### src/rtl/tiv_pkg.sv
package tiv_pkg;
    localparam int NSRC = 3;

    // index order is the priority order: lowest index wins
    typedef enum logic [1:0] {
        SEL_CH1  = 2'd0,
        SEL_CH2  = 2'd1,
        SEL_OVF  = 2'd2,
        SEL_NONE = 2'd3
    } sel_t;

    typedef enum logic {
        ST_IDLE = 1'b0,
        ST_ACK  = 1'b1
    } ack_state_t;

    localparam logic [3:0] CODE_NONE = 4'h0;
    localparam logic [3:0] CODE_CH1  = 4'h2;
    localparam logic [3:0] CODE_CH2  = 4'h4;
    localparam logic [3:0] CODE_OVF  = 4'hA;
endpackage

### src/rtl/tiv_prio_enc.sv
module tiv_prio_enc
    import tiv_pkg::*;
#(
    parameter int N = NSRC
) (
    input  logic [N-1:0] req_i,
    input  logic [N-1:0] mask_i,
    output sel_t         sel_o
);
    logic [N-1:0] live;

    assign live = req_i & ~mask_i;

    // scan from lowest priority upward so the highest-priority hit is last
    always_comb begin
        sel_o = SEL_NONE;
        for (int i = N - 1; i >= 0; i--) begin
            if (live[i]) begin
                sel_o = sel_t'(2'(i));
            end
        end
    end
endmodule

### src/rtl/tiv_code_map.sv
module tiv_code_map
    import tiv_pkg::*;
#(
    parameter int VEC_W = 16
) (
    input  sel_t             sel_i,
    output logic [VEC_W-1:0] vec_o
);
    always_comb begin
        unique case (sel_i)
            SEL_CH1:  vec_o = VEC_W'(CODE_CH1);
            SEL_CH2:  vec_o = VEC_W'(CODE_CH2);
            SEL_OVF:  vec_o = VEC_W'(CODE_OVF);
            SEL_NONE: vec_o = VEC_W'(CODE_NONE);
        endcase
    end
endmodule

### src/rtl/tiv_ack_fsm.sv
module tiv_ack_fsm
    import tiv_pkg::*;
#(
    parameter int N = NSRC
) (
    input  logic         clk,
    input  logic         rst,
    input  logic         rd_i,
    input  sel_t         sel_i,
    output logic [N-1:0] clr_o
);
    ack_state_t state_q, state_d;
    sel_t       ack_q, ack_d;
    logic       take;

    assign take = rd_i && (sel_i != SEL_NONE);

    // state register
    always_ff @(posedge clk) begin
        if (rst) begin
            state_q <= ST_IDLE;
            ack_q   <= SEL_NONE;
        end else begin
            state_q <= state_d;
            ack_q   <= ack_d;
        end
    end

    // next state
    always_comb begin
        state_d = state_q;
        ack_d   = ack_q;
        unique case (state_q)
            ST_IDLE: begin
                if (take) begin
                    state_d = ST_ACK;
                    ack_d   = sel_i;
                end
            end
            ST_ACK: begin
                if (take) begin
                    state_d = ST_ACK;
                    ack_d   = sel_i;
                end else begin
                    state_d = ST_IDLE;
                    ack_d   = SEL_NONE;
                end
            end
        endcase
    end

    // outputs
    always_comb begin
        clr_o = '0;
        unique case (state_q)
            ST_IDLE: clr_o = '0;
            ST_ACK: begin
                for (int i = 0; i < N; i++) begin
                    clr_o[i] = (ack_q == sel_t'(2'(i)));
                end
            end
        endcase
    end
endmodule

### src/rtl/tmr_irq_vector.sv
module tmr_irq_vector
    import tiv_pkg::*;
#(
    parameter int VEC_W = 16
) (
    input  logic             clk,
    input  logic             rst,
    input  logic             ch1_flag_i,
    input  logic             ch1_en_i,
    input  logic             ch2_flag_i,
    input  logic             ch2_en_i,
    input  logic             ovf_flag_i,
    input  logic             ovf_en_i,
    input  logic             rd_i,
    output logic [VEC_W-1:0] vec_o,
    output logic             clr_ch1_o,
    output logic             clr_ch2_o,
    output logic             clr_ovf_o
);
    logic [NSRC-1:0] req;
    logic [NSRC-1:0] clr;
    sel_t            sel;

    assign req = {ovf_flag_i & ovf_en_i,
                  ch2_flag_i & ch2_en_i,
                  ch1_flag_i & ch1_en_i};

    tiv_prio_enc #(.N(NSRC)) u_enc (
        .req_i  (req),
        .mask_i (clr),
        .sel_o  (sel)
    );

    tiv_code_map #(.VEC_W(VEC_W)) u_map (
        .sel_i (sel),
        .vec_o (vec_o)
    );

    tiv_ack_fsm #(.N(NSRC)) u_fsm (
        .clk   (clk),
        .rst   (rst),
        .rd_i  (rd_i),
        .sel_i (sel),
        .clr_o (clr)
    );

    assign clr_ch1_o = clr[0];
    assign clr_ch2_o = clr[1];
    assign clr_ovf_o = clr[2];
endmodule

### config.mk
export PLATFORM = sky130hd
export DESIGN_NAME = tmr_irq_vector
export DESIGN_NICKNAME = d
export VERILOG_FILES = /design/src/rtl/tiv_pkg.sv /design/src/rtl/tiv_prio_enc.sv /design/src/rtl/tiv_code_map.sv /design/src/rtl/tiv_ack_fsm.sv /design/src/rtl/tmr_irq_vector.sv
export SDC_FILE = /design/constraint.sdc
export NUM_CORES = 1
export LEC_CHECK = 0
export BUFFER_PORTS_ARGS = -buffer_cell sky130_fd_sc_hd__buf_4
export CORE_AREA = 5 5 42 44
export DETAILED_ROUTE_END_ITERATION = 10
export DIE_AREA = 0 0 47 49
export PLACE_DENSITY_LB_ADDON = 0.08
export SLEW_MARGIN = 20
export SYNTH_ARGS = -nofsm -noshare
export SYNTH_HDL_FRONTEND = slang
export SYNTH_SLANG_ARGS = --single-unit
### constraint.sdc
create_clock -name clk -period 2.8 [get_ports clk]
set_clock_uncertainty 0.05 [all_clocks]
set_input_delay 0.14 -clock clk [delete_from_list [all_inputs] [get_ports clk]]
set_output_delay 0.14 -clock clk [all_outputs]
set_load 0.01 [all_outputs]
==> impl_metrics.ini, run 1 <==
[clock_tree]
numCtsBuffers = 3
cts_root_buf = clkbuf_4
cts_setup_buffers = 0
cts_tree = built
clock_path_buffers = 2
clk_pin_slew_worst_paths_ps = 40
htreeDepth = 1
cts_sinks = 3
clk-insertion-delay-late_ps = 240
hold_buffers = 0
cts_resized = 0

[logic_synthesis]
synthArstFlopShare_pct = 0
ys_warn_count = 0
syn_area_per_cell_um2 = 7.60
ys.flop_type = dfxtp_1
yosysTopAreaCellShare_pct = 30.6
synth_largest_area_cell = buf_4
syn_inst = 42
synth_enable_flop_cells = 0
synth_area_leaders = buf_4 (31%), dfxtp_1 (19%), a311oi_2 (4.7%)
synth.most_common_cell = buf_4
synth_common_cells = buf_4 (13), inv_1 (4), dfxtp_1 (3), nor2_1 (3)
ys_types = 21
netlist_area_um2 = 319
ys_seq_elements = 3
ys_seq_area_share_pct = 18.8

[placed_design]
port_buffers = 14
gp_congestion = 0.651
dp_hpwl_um = 653
numPlacedInstances = 70

[final_layout]
synthToLayoutAreaGrowth_pct = 29.8
final_nets = 68
antenna_cells = 0
layout-drive-gt1-share_pct = 34.5
fin_cells = 74

[floorplan]
die-area_mm2 = 0.00230
die_h_um = 49
io_pins = 28
start_util_pct = 22.8
coreArea_mm2 = 0.00140
die_w_um = 47
num_rows = 14

[outcome]
run_status = finished, final reports clean

[critical_path]
crit_type = flop to output port
path_max_fanout = 5
critPathRequiredTime_ps = 2610
cp_slowest_cell = or3b_4
cp_cell_sequence = or3b_4 -> a311oi_2 -> buf_4
start_kind = flop
critPathArrivalTime_ps = 1490
endpoint_kind = output port
max_stage_delay_ps = 410

[global_routing]
gr-usage-met2_pct = 10.4
busiest_layer = met2
use_met3_pct = 1.85
grt_max_degree = 6
grt_usage_pct = 6.61
grt_pass1_wl_um = 1070
first_global_vias = 277
antenna_found_initial = 0
grt-ovfl-total = 0
use_met1_pct = 6.78

[routing]
antenna_left = 0
vias = 298
wl_per_cell_um = 10.0
drt-pass1-iter-count = 3
drt_iter0_drc = 1
drc = 0
finalWirelength_um = 740
drt-vias-per-instance = 4.03

[flow_run]
drv_cap = 0

[worst_hold_path]
hold_class = input pin to flop

[timing]
finalSetupTns_ps = 0
finalCriticalPeriod_ps = 1680
setup_viol = 0
finalHoldViolations = 0
fmaxAchievable_ghz = 0.596
slew_violations = 0
rsz0062_at_grt = no
period_share_pct = 59.9

[power_and_ir_drop]
p_per_area_mw_per_mm2 = 405
leakagePower_nw = 0.225
vdd_drop_max_uv = 162
## power by group
part	total (mW)	internal [mW]	switching (mW)
clock network	0.0777	0.0535	0.0242
registers	0.0494	0.0461	0.00323
logic	0.0407	0.0186	0.0221
total	0.168	0.118	0.0495
## final cells by class
class                   count  area [um^2]
multi-input cells          33          188
well taps                  16         20.0
flip-flops and latches      3         60.1
fillers                   169          987
clock buffers               4         26.3
inverters                   4         15.0
repair buffers             14          105
## layout by cell type, fill, tap and decap left out
master    instances
inv_1             4
a221o_1           1
or3b_4            1
a32oi_1           1
conb_1           13
buf_4            14
a311oi_2          1
o22ai_1           1
a311oi_1          1
and3b_1           1
nand3b_1          1
nor3_1            1
o21ai_0           1
nand3_1           2
clkbuf_1          1
or2_0             1
o32a_2            1
nor2_1            3
clkbuf_4          3
nand4_1           1
nand2_1           2
dfxtp_1           3
## routing by layer
layer | routed length, um | vias to the layer above
met5 | 0 | -
met4 | 20 | 0
met3 | 68 | 2
met2 | 364 | 16
met1 | 286 | 129
li1 | - | 151
## final timing paths
check | startpoint | endpoint | slack, ps | cells past startpoint
worst max-delay path | u_fsm.state_q | vec_o[2] | 1120 | 3
worst min-delay path | rst | u_fsm.state_q | 50 | 2
worst max register to register | u_fsm.state_q | u_fsm.ack_q[0] | 1440 | 3
worst min register to register | u_fsm.state_q | u_fsm.ack_q[1] | 580 | 2
## logic make-up after synthesis
logic type	count (synthesis)	share of synthesized area, %
other	1	1.18
DFF	3	18.8
and+or+nand+nor	13	23.1
AOI/OAI and AO/OA	7	20.4
buffers and inverters	18	36.5
## state kept, by name (all words and copies together), names as in the netlist
| register | cells |
|---|---|
| u_fsm.ack_q | 2 |
| u_fsm.state_q | 1 |
## metrics by stage
| stage | util (%) | hold slack, ps | setup slack [ps] | cell area (um^2) | power (mW) |
|---|---|---|---|---|---|
| final | 29.6 | 52.1 | 1120 | 414 | 0.168 |
| after global routing | 29.6 | 56.4 | 1020 | 414 | 0.179 |
| after CTS | 29.6 | 49.8 | 1100 | 414 | 0.170 |
| after detailed placement | 27.7 | 301 | 1360 | 388 | 0.0908 |
| after global placement | 27.7 | 305 | 1390 | 388 | 0.0920 |
| after floorplan | - | 168 | 1380 | 364 | 0.0852 |
## critical path: cells and delay by family (launching register included)
family	cells	cell delay (ps)
simple gates	1	410
compound gates	1	300
flops	1	360
buf+inv	1	170
Note: power is estimated with default switching activity, not from simulation.
==> run 2: changes to the inputs <==
- clock period: 2.8 -> 1.55 ns (I/O delays scaled with it)
==> impl_metrics.ini, run 2 (synthesis results as in run 1) <==
[critical_path]
crit_type = flop to output port
critPathRequiredTime_ps = 1420
timing.rr.start = u_fsm.state_q
endpoint_kind = output port
critPathArrivalTime_ps = 1400
reg2reg_slack_ps = 100
timing.rr.end = u_fsm.ack_q[0]
path_max_fanout = 3
start_kind = flop
rr_worst_depth = 5

[power_and_ir_drop]
switchingPower_uw = 93.0
p_int_uw = 223
vdd_drop_max_uv = 310
swShare_pct = 29.4
p_comb_share_pct = 27.9
p_per_area_mw_per_mm2 = 673
leakagePower_nw = 0.246
seqPwrFrac_pct = 28.0
clkPwrFrac_pct = 44.1

[timing]
rsz0062_at_grt = yes
final.setup.worst_slack_ps = 25.2
finalSetupTns_ps = 0
finalCriticalPeriod_ps = 1520
slew_violations = 0
whs_ps = 22.1
finalHoldViolations = 0
period_share_pct = 98.4
setup_viol = 0
fmaxAchievable_ghz = 0.656

[clock_tree]
cts_sinks = 3
htreeDepth = 1
clock_path_buffers = 2
numCtsBuffers = 3
cts_tree = built
clk_pin_slew_worst_paths_ps = 40
cts_root_buf = clkbuf_4
clk-insertion-delay-late_ps = 230

[routing]
drc = 0
drt_iter0_drc = 10
vias = 319
wl_per_cell_um = 10.4
drt-pass1-iter-count = 4
finalWirelength_um = 814
drt-vias-per-instance = 4.09
antenna_left = 0

[floorplan]
die_w_um = 47
io_pins = 28
num_rows = 14
start_util_pct = 22.8
die-area_mm2 = 0.00230
coreArea_mm2 = 0.00140
die_h_um = 49

[final_layout]
layout-drive-gt1-share_pct = 45.2
final_common_cell = buf_4
nFillCells = 164
largest_reg_flops = 2
ff_latch_area_um2 = 66.3
reg_top3 = u_fsm.ack_q: 2 flops, u_fsm.state_q: 1 flops
synthToLayoutAreaGrowth_pct = 47.5
multi_input_area_um2 = 205
final_area_um2 = 470
largest-register = u_fsm.ack_q
antenna_cells = 0
final_nets = 72
layout_common_cells = buf_4 (17), conb_1 (13), inv_1 (3), nor2_1 (3), clkbuf_4 (3)
post-route-util_pct = 33.6

[global_routing]
grt_pass1_wl_um = 1080
grt-ovfl-total = 0
grt_usage_pct = 6.67
grt_max_degree = 6
antenna_found_initial = 0
first_global_vias = 273

[worst_hold_path]
min_path_cells = 2
holdPathEnd = u_fsm.ack_q[1]
hold_class = input pin to flop
hold_path_startpoint = rd_i

[outcome]
run_status = finished, final reports clean

[flow_run]
drv_cap = 0

[placed_design]
port_buffers = 14
gp_congestion = 0.663
place_area_um2 = 388
dp_hpwl_um = 666
place_ws_ps = 134
==> run 2: cell count changes in the layout (fill, tap and decap cells not counted), sizes merged <==
cell and delta:
buf +3, dlygate4sd3 +1
==> run 2: worst max-delay path: stages, from the launching register on <==
cell      delay (ps)
dfxtp_4          340
or3b_4           420
a311oi_4         240
buf_4            170
==> run 2: area by class of cell <==
type,count,share of cell area (%)
multi-input combinational,33,43.6
clock buffer,4,5.59
inverter,4,3.19
tap,16,4.26
sequential,3,14.1
timing repair buffer,18,29.3
==> run 2: timing repair <==
item / CTS / global route
hold buffers: 1 / 0
setup buffers: 1 / 2
setup endpoints to repair: 2 / 2
resized for setup: 3 / 4
hold endpoints to repair: 1 / 0
pin swaps: 3 / 3
==> run 2: routing by layer <==
layer | vias to the layer above | track usage [%] | share of wire (%)
li1 | 161 | - | -
met1 | 142 | 6.97 | 40
met2 | 16 | 9.50 | 48
met3 | 0 | 5.54 | 12
met4 | 0 | 2.76 | 0
met5 | - | 0 | 0
==> run 2: worst max-delay path by stage <==
stage	slack (ps)	endpoint	depth (start not counted)	start
floorplan	130	u_fsm.ack_q[0]	3	u_fsm.state_q
global placement	190	vec_o[2]	3	u_fsm.state_q
detailed placement	130	u_fsm.ack_q[0]	3	u_fsm.state_q
CTS	3	vec_o[3]	5	u_fsm.ack_q[1]
global route	-40	vec_o[2]	3	u_fsm.ack_q[0]
finish	30	vec_o[2]	3	u_fsm.ack_q[0]
==> run 2: power groups by stage <==
stage,logic (mW),clock network (mW),registers (mW)
final,0.0883,0.139,0.0887
after CTS,0.0776,0.146,0.0901
after floorplan,0.0648,0,0.0891
after global routing,0.0972,0.153,0.0897
after detailed placement,0.0734,0,0.0906
after global placement,0.0750,0,0.0909
==> run 2: through the flow <==
step | power (mW) | std cells
floorplan | 0.154 | 54
global placement | 0.166 | 70
detailed placement | 0.164 | 70
CTS | 0.313 | 76
global route | 0.340 | 78
finish | 0.316 | 78
==> run 3: changes to the inputs <==
- PLACE_DENSITY_LB_ADDON: 0.08 -> not set
==> impl_metrics.ini, run 3 (synthesis results as in run 1) <==
[critical_path]
cp_cell_sequence = or3b_4 -> a311oi_2 -> buf_4
worst-path-buf-inv = 1
path_max_fanout = 5
critPathRequiredTime_ps = 1420
start_kind = flop
cp_top_family = simple AND/OR/NAND/NOR gates
critPathLaunch = u_fsm.state_q
crit_type = flop to output port
max_stage_delay_ps = 410
timing.rr.start = u_fsm.ack_q[0]
endpoint_kind = output port
cp_slowest_cell = or3b_4
critPathArrivalTime_ps = 1430

[worst_hold_path]
hold_path_startpoint = rd_i
hold_class = input pin to flop

[routing]
drt_iter0_drc = 3
antenna_left = 0
wl_per_cell_um = 10.7
drt-vias-per-instance = 4.17
drc = 0
drt-pass1-iter-count = 4
vias = 313
wirelength_met1_um = 271
dr_wl_met3_um = 92
dr.max_layer_used = met3
met2WireLength_um = 442
finalWirelength_um = 806

[global_routing]
grt_max_degree = 6
first_global_vias = 278
grt_usage_pct = 6.75
grt_pass1_wl_um = 1100
grt-ovfl-total = 0
antenna_found_initial = 0

[timing]
setup_viol = 1
period_share_pct = 101
finalHoldViolations = 0
rsz0062_at_grt = yes
slew_violations = 0
whs_ps = 32.3
finalCriticalPeriod_ps = 1560
fmaxAchievable_ghz = 0.642
final.setup.worst_slack_ps = -8.47

[clock_tree]
cts_sinks = 3
clk_pin_slew_worst_paths_ps = 30
cts_setup_buffers = 0
clk-insertion-delay-late_ps = 230
numCtsBuffers = 3
cts_root_buf = clkbuf_4
htreeDepth = 1
cts_tree = built
clock_path_buffers = 2

[floorplan]
die_h_um = 49
io_pins = 28
coreArea_mm2 = 0.00140
num_rows = 14
die-area_mm2 = 0.00230
start_util_pct = 22.8
die_w_um = 47

[final_layout]
final_common_cell = buf_4
layout-drive-gt1-share_pct = 40.7
synthToLayoutAreaGrowth_pct = 38.0
final_area_um2 = 440
layout_common_cells = buf_4 (14), conb_1 (13), inv_1 (3), nor2_1 (3), clkbuf_4 (3)
antenna_cells = 0
post-route-util_pct = 31.4
reg_top3 = u_fsm.ack_q: 2 flops, u_fsm.state_q: 1 flops
largest_reg_flops = 2
final_nets = 69
largest-register = u_fsm.ack_q

[outcome]
run_status = complete, but fails checks
violations = negative setup slack

[placed_design]
port_buffers = 14
place_ws_ps = 157
dp_hpwl_um = 686
gp_congestion = 0.849
place_area_um2 = 388

[power_and_ir_drop]
leakagePower_nw = 0.229
p_per_area_mw_per_mm2 = 699
p_total_uw = 308
vdd_drop_max_uv = 233

[flow_run]
drv_cap = 0
## run 3: cell types whose count changed in the layout (fill, tap and decap cells not counted)
cell / before / now
buf_4: 17 / 14
a311oi_2: 0 / 1
a311oi_4: 1 / 0
dfxtp_1: 0 / 1
dfxtp_4: 1 / 0
o22ai_2: 1 / 0
o22ai_4: 0 / 1
## run 3: timing repair
| item | in CTS | in global routing |
|---|---|---|
| hold buffers | 1 | 0 |
| pin swaps | 3 | 1 |
| endpoints found under the setup margin | 2 | 2 |
| resized for setup | 4 | 1 |
| endpoints found under the hold margin | 1 | 0 |
## run 3: layout make-up
class	count	area [um^2]
Clock buffer	4	26.3
Sequential cell	3	62.6
Fill cell	151	961
Tap cell	16	20.0
Timing Repair Buffer	15	115
Multi-Input combinational cell	33	201
Inverter	4	15.0
## run 3: stage by stage
stage          cells  TNS, ps
3_5_place_dp      70        0
6_report          75    -8.47
5_1_grt           75    -64.3
2_1_floorplan     54        0
3_3_place_gp      70        0
4_1_cts           75        0
## run 3: worst register-to-register path: stages (launching register included)
cell and delay, ps:
dfxtp_1 380, and3b_1 340, a311oi_2 100, a221o_1 370
## run 3: metal layers
metal	global-route usage (%)	vias up
met5	0	-
met4	2.76	0
met3	4.80	0
met2	11.1	17
met1	6.13	142
li1	-	154
## run 3: path summary, 6_finish.rpt
kind	end	slack [ps]	cells after the start
worst max register to register	u_fsm.ack_q[0]	190	3
worst min-delay path	u_fsm.ack_q[1]	30	2
worst max-delay path	vec_o[2]	-8	3
worst min register to register	u_fsm.ack_q[1]	540	2
## run 3: power breakdown
group / switching [mW] / total, mW / internal, mW
combinational: 0.0432 / 0.0807 / 0.0374
clock: 0.0401 / 0.136 / 0.0964
sequential: 0.00660 / 0.0908 / 0.0842
total: 0.0899 / 0.308 / 0.218
